<file path="src/rtl/satt_pkg.sv">
package satt_pkg;
  localparam int ATT_W   = 7;  // attenuation state width
  localparam int ADR_W   = 3;  // significant address bits
  localparam int FIELD_W = 8;  // width of each half of a serial frame
  localparam int SYNC_N  = 2;  // synchronizer depth

  typedef enum logic {
    PROG_PAR = 1'b0,
    PROG_SER = 1'b1
  } prog_mode_e;
endpackage

</file>
<file path="src/rtl/satt_sync.sv">
// Multi-bit level synchronizer: DEPTH flops per bit, reset to zero.
module satt_sync #(
  parameter int W     = 4,
  parameter int DEPTH = 2
) (
  input  logic         clk,
  input  logic         rst,
  input  logic [W-1:0] din,
  output logic [W-1:0] dout
);
  logic [DEPTH-1:0][W-1:0] stg;

  always_ff @(posedge clk) begin
    if (rst) begin
      stg <= '0;
    end else begin
      stg[0] <= din;
      for (int k = 1; k < DEPTH; k++) begin
        stg[k] <= stg[k-1];
      end
    end
  end

  assign dout = stg[DEPTH-1];
endmodule

</file>
<file path="src/rtl/satt_rise.sv">
// Rising-edge detection of already-synchronized levels.
module satt_rise #(
  parameter int W = 2
) (
  input  logic         clk,
  input  logic         rst,
  input  logic [W-1:0] lvl,
  output logic [W-1:0] rise
);
  logic [W-1:0] prev;

  always_ff @(posedge clk) begin
    if (rst) prev <= '0;
    else     prev <= lvl;
  end

  for (genvar b = 0; b < W; b++) begin : g_bit
    assign rise[b] = lvl[b] & ~prev[b];
  end
endmodule

</file>
<file path="src/rtl/satt_shifter.sv">
// Frame shift register, LSB first: new bits enter at the top end.
module satt_shifter #(
  parameter int FIELD_BITS = 8,
  parameter int ATT_BITS   = 7,
  parameter int ADDR_BITS  = 3
) (
  input  logic                 clk,
  input  logic                 rst,
  input  logic                 shift_en,
  input  logic                 bit_in,
  output logic [ATT_BITS-1:0]  att_fld,
  output logic [ADDR_BITS-1:0] adr_fld
);
  localparam int FRAME_BITS = 2 * FIELD_BITS;

  logic [FRAME_BITS-1:0] frame;

  always_ff @(posedge clk) begin
    if (rst)           frame <= '0;
    else if (shift_en) frame <= {bit_in, frame[FRAME_BITS-1:1]};
  end

  assign att_fld = frame[ATT_BITS-1:0];
  assign adr_fld = frame[FIELD_BITS +: ADDR_BITS];
endmodule

</file>
<file path="src/rtl/satt_core.sv">
// Attenuation state register with serial-addressed load and parallel latch.
module satt_core
  import satt_pkg::*;
#(
  parameter int ATT_BITS  = 7,
  parameter int ADDR_BITS = 3
) (
  input  logic                 clk,
  input  logic                 rst,
  input  prog_mode_e           mode,
  input  logic                 le_lvl,
  input  logic                 le_rise,
  input  logic [ATT_BITS-1:0]  att_fld,
  input  logic [ADDR_BITS-1:0] adr_fld,
  input  logic [ADDR_BITS-1:0] addr_pins,
  input  logic [ATT_BITS-1:0]  par_s,
  output logic [ATT_BITS-1:0]  atten,
  output logic                 upd
);
  localparam logic [ATT_BITS-1:0] ATT_MAX = {ATT_BITS{1'b1}};

  logic [ATT_BITS-1:0] nxt;
  logic                addr_hit;

  assign addr_hit = (adr_fld == addr_pins);

  always_comb begin
    nxt = atten;
    case (mode)
      PROG_SER: if (le_rise && addr_hit) nxt = att_fld;
      default:  if (le_lvl)              nxt = par_s;
    endcase
  end

  always_ff @(posedge clk) begin
    if (rst) begin
      atten <= ATT_MAX;
      upd   <= 1'b0;
    end else begin
      atten <= nxt;
      upd   <= (nxt != atten);
    end
  end
endmodule

</file>
<file path="src/rtl/step_atten_ctrl.sv">
module step_atten_ctrl
  import satt_pkg::*;
#(
  parameter int ATT_BITS   = ATT_W,
  parameter int ADDR_BITS  = ADR_W,
  parameter int FIELD_BITS = FIELD_W,
  parameter int SYNC_DEPTH = SYNC_N
) (
  input  logic                 clk,
  input  logic                 rst,
  input  logic                 mode_sel_i,
  input  logic                 sdata_i,
  input  logic                 sclk_i,
  input  logic                 latch_i,
  input  logic [ATT_BITS-1:0]  par_bus_i,
  input  logic [ADDR_BITS-1:0] addr_pins_i,
  output logic [ATT_BITS-1:0]  atten_o,
  output logic                 upd_o
);
  localparam int CTRL_BITS = 4;
  localparam int IN_BITS   = CTRL_BITS + ATT_BITS;

  logic [IN_BITS-1:0]   raw_in;
  logic [IN_BITS-1:0]   syn;
  logic                 le_lvl, sclk_lvl, si_lvl, ser_lvl;
  logic [ATT_BITS-1:0]  par_s;
  logic [1:0]           rises;
  logic                 shift_en;
  logic [ATT_BITS-1:0]  att_fld;
  logic [ADDR_BITS-1:0] adr_fld;

  assign raw_in = {par_bus_i, mode_sel_i, sdata_i, sclk_i, latch_i};

  satt_sync #(.W(IN_BITS), .DEPTH(SYNC_DEPTH)) u_sync (
    .clk(clk), .rst(rst), .din(raw_in), .dout(syn)
  );

  assign le_lvl   = syn[0];
  assign sclk_lvl = syn[1];
  assign si_lvl   = syn[2];
  assign ser_lvl  = syn[3];
  assign par_s    = syn[CTRL_BITS +: ATT_BITS];

  satt_rise #(.W(2)) u_rise (
    .clk(clk), .rst(rst), .lvl({sclk_lvl, le_lvl}), .rise(rises)
  );

  // shift only on a clock edge seen while latch is low
  assign shift_en = rises[1] & ~le_lvl;

  satt_shifter #(.FIELD_BITS(FIELD_BITS), .ATT_BITS(ATT_BITS), .ADDR_BITS(ADDR_BITS)) u_shift (
    .clk(clk), .rst(rst), .shift_en(shift_en), .bit_in(si_lvl),
    .att_fld(att_fld), .adr_fld(adr_fld)
  );

  satt_core #(.ATT_BITS(ATT_BITS), .ADDR_BITS(ADDR_BITS)) u_core (
    .clk(clk), .rst(rst), .mode(prog_mode_e'(ser_lvl)),
    .le_lvl(le_lvl), .le_rise(rises[0]),
    .att_fld(att_fld), .adr_fld(adr_fld), .addr_pins(addr_pins_i),
    .par_s(par_s), .atten(atten_o), .upd(upd_o)
  );
endmodule

</file>
<file path="config.mk">
export PLATFORM = sky130hd
export DESIGN_NAME = step_atten_ctrl
export DESIGN_NICKNAME = d
export VERILOG_FILES = /design/src/rtl/satt_pkg.sv /design/src/rtl/satt_sync.sv /design/src/rtl/satt_rise.sv /design/src/rtl/satt_shifter.sv /design/src/rtl/satt_core.sv /design/src/rtl/step_atten_ctrl.sv
export SDC_FILE = /design/constraint.sdc
export NUM_CORES = 1
export LEC_CHECK = 0
export BUFFER_PORTS_ARGS = -buffer_cell sky130_fd_sc_hd__buf_2
export CORE_MARGIN = 4
export CORE_UTILIZATION = 40
export DETAILED_ROUTE_END_ITERATION = 16
export PLACE_DENSITY_LB_ADDON = 0.2
export SYNTH_ARGS = -nofsm -noshare
export SYNTH_HDL_FRONTEND = slang
export SYNTH_SLANG_ARGS = --single-unit
</file>
<file path="constraint.sdc">
create_clock -name clk -period 1.87 [get_ports clk]
set_input_delay 0.4675 -clock clk [delete_from_list [all_inputs] [get_ports clk]]
set_output_delay 0.4675 -clock clk [all_outputs]
set_load 0.02 [all_outputs]
</file>
==> impl_metrics.tcl <==
set metrics [dict create \
    via_per_inst 4.98 \
    syn_to_final_growth_pct 15.0 \
    finalSetupViolCount 0 \
    async_flop_share_pct 0 \
    grt_pass1_vias 1122 \
    worst_slew_pin_slew_ns 0.553 \
    gp_routability_congestion 0.812 \
    cp-end-kind "register" \
    final.setup.tns_ns 0 \
    required_ns 2.13 \
    clock_skew_ns 0.0134 \
    synth_area_per_cell_um2 9.72 \
    drv_slew 0 \
    r2r_slack_ns 0.29 \
    die_y_um 76.5 \
    drc 0 \
    slew_headroom_pct 63.2 \
    utilization_pct 48.6 \
    io_pins 24 \
    dr.pass1.iters 5 \
    drt_iter0_markers 72 \
    synth_seq_cells 48 \
    track_usage_pct 11.9 \
    period_share_pct 84.5 \
    cp_max_fo 10 \
    status "finished, final reports clean" \
    vias 1345 \
    ys_types 28 \
    syn_inst 193 \
    cts_tree "done" \
    syn_nets 209 \
    rows 24 \
    place_hpwl_um 2370 \
    path_clk_slew_ns 0.10 \
    htree_levels 2 \
    layout_min_cycle_time_ns 1.58 \
    clock_latency_ns 0.30 \
    yosys_warnings 0 \
    die_w_um 76.5 \
    rsz0062_at_grt "no" \
    portBuffers 23 \
    start_util_pct 42.2 \
    post_cts_buffers 0 \
    cts_resized 0 \
    power_density_mw_per_mm2 927 \
    core-area_mm2 0.00444 \
    min_path_type "in2reg" \
    synth_area_mm2 0.00188 \
    synth_edf_count 0 \
    regArea_um2 961 \
    cts_buffers 5 \
    drive_gt1_share_pct 17.4 \
    fillers 441 \
    dieArea_mm2 0.00585 \
    clock_sinks 48 \
    num_antenna_cells 0 \
    grt_max_degree 38 \
    routed_wirelength_um 3420 \
    critPathKind "reg2reg" \
    clockBufferDepth 2 \
    synth_area_leader_cell "dfxtp_1" \
    hold_viol 0 \
    fin_nets 233 \
    cts_hold_buf 0 \
    gr-total-overflow 0 \
    netlist_top_cells_count "dfxtp_1 (48), nand2_1 (34), nor2b_1 (27)" \
    synth-seq-area-share_pct 51.2 \
    start_kind "register" \
    fmax_mhz 633 \
    multiInputGateArea_um2 866 \
    synth_top_area_share_pct 51.2 \
    ir_worst_vdd_uv 563 \
    synth_most_common_cell "dfxtp_1" \
    cts-root-buf "clkbuf_8" \
    maxCapViolCount 0 \
    synthTopCellsByArea "dfxtp_1 (51%), nor2b_1 (9.0%), mux2i_1 (6.9%)" \
    antenna_found_initial 0 \
    critPathArrivalTime_ns 1.84 \
    routedWlPerCell_um 12.7 \
    grt_pass1_wl_um 5530 \
    ant_nets 0 \
    synthFlopType "dfxtp_1" \
    p_leak_nw 0.819 \
]
-- per-stage QoR --
stage / setup slack (ns) / area (µm²) / power, mW / hold WS [ns] / instances
6_report: 0.289 / 2160 / 2.00 / 0.373 / 270
5_1_grt: 0.161 / 2160 / 2.09 / 0.349 / 270
4_1_cts: 0.295 / 2160 / 2.02 / 0.366 / 270
3_5_place_dp: 0.273 / 2040 / 1.24 / 0.420 / 262
3_3_place_gp: 0.308 / 2040 / 1.24 / 0.416 / 262
2_1_floorplan: 0.353 / 1880 / 1.20 / 0.414 / 193
-- flip-flops by register name (all words and copies together) (netlist names) --
signal,flops
u_core.atten,7
u_core.upd,1
u_sync.stg,11
u_shift.frame,16
u_sync.dout,11
u_rise.prev,2
-- cells by family after synthesis --
logic type | Yosys count | share of synthesized area [%]
simple gates | 75 | 21.1
flops | 48 | 51.2
compound gates | 33 | 12.0
xor+xnor | 13 | 6.07
mux | 13 | 6.93
buf+inv | 11 | 2.67
-- power by group --
| group | internal [mW] | switching (mW) | total, mW |
|---|---|---|---|
| clock | 0.437 | 0.345 | 0.783 |
| combinational | 0.0635 | 0.0729 | 0.136 |
| sequential | 1.05 | 0.0270 | 1.08 |
-- metal layers --
metal  track usage (%)  vias to the layer above  routed length, µm
met5                 0                        -                  0
met4              4.17                        0                 30
met3              5.20                        6                238
met2              15.6                       42               1360
met1              17.0                      603               1780
li1                  -                      694                  -
-- cell type report --
| class | count | area share, % |
|---|---|---|
| clock inverters | 2 | 1.80 |
| repair buffers | 26 | 6.38 |
| flip-flops and latches | 48 | 44.5 |
| clock buffers | 6 | 3.83 |
| inverters | 2 | 0.348 |
| well taps | 52 | 3.01 |
| multi-input cells | 134 | 40.1 |
-- critical path, stage by stage (launching register included) --
cell	delay (ns)
dfxtp_1	0.58
a21oi_1	0.10
or3b_2	0.47
a311oi_1	0.25
or3_1	0.13
-- worst paths after layout --
path,start,endpoint,depth (start not counted)
max,u_sync.dout[0],u_core.upd,4
min,par_bus_i[6],u_sync.stg[10],2
max reg2reg,u_sync.dout[0],u_core.upd,4
min reg2reg,u_sync.stg[2],u_sync.dout[2],1
-- cells in the final DEF (no fill, tap or decap), types with 3 or more instances in the layout --
cell type / n
dfxtp_1: 48
buf_4: 3
xor2_1: 4
a21oi_1: 20
nand2_1: 34
mux2i_1: 13
clkbuf_8: 6
xnor2_1: 9
a22oi_1: 6
nor2_1: 3
nor2b_1: 27
buf_2: 23
No activity file was read; power rests on OpenSTA's default activity.
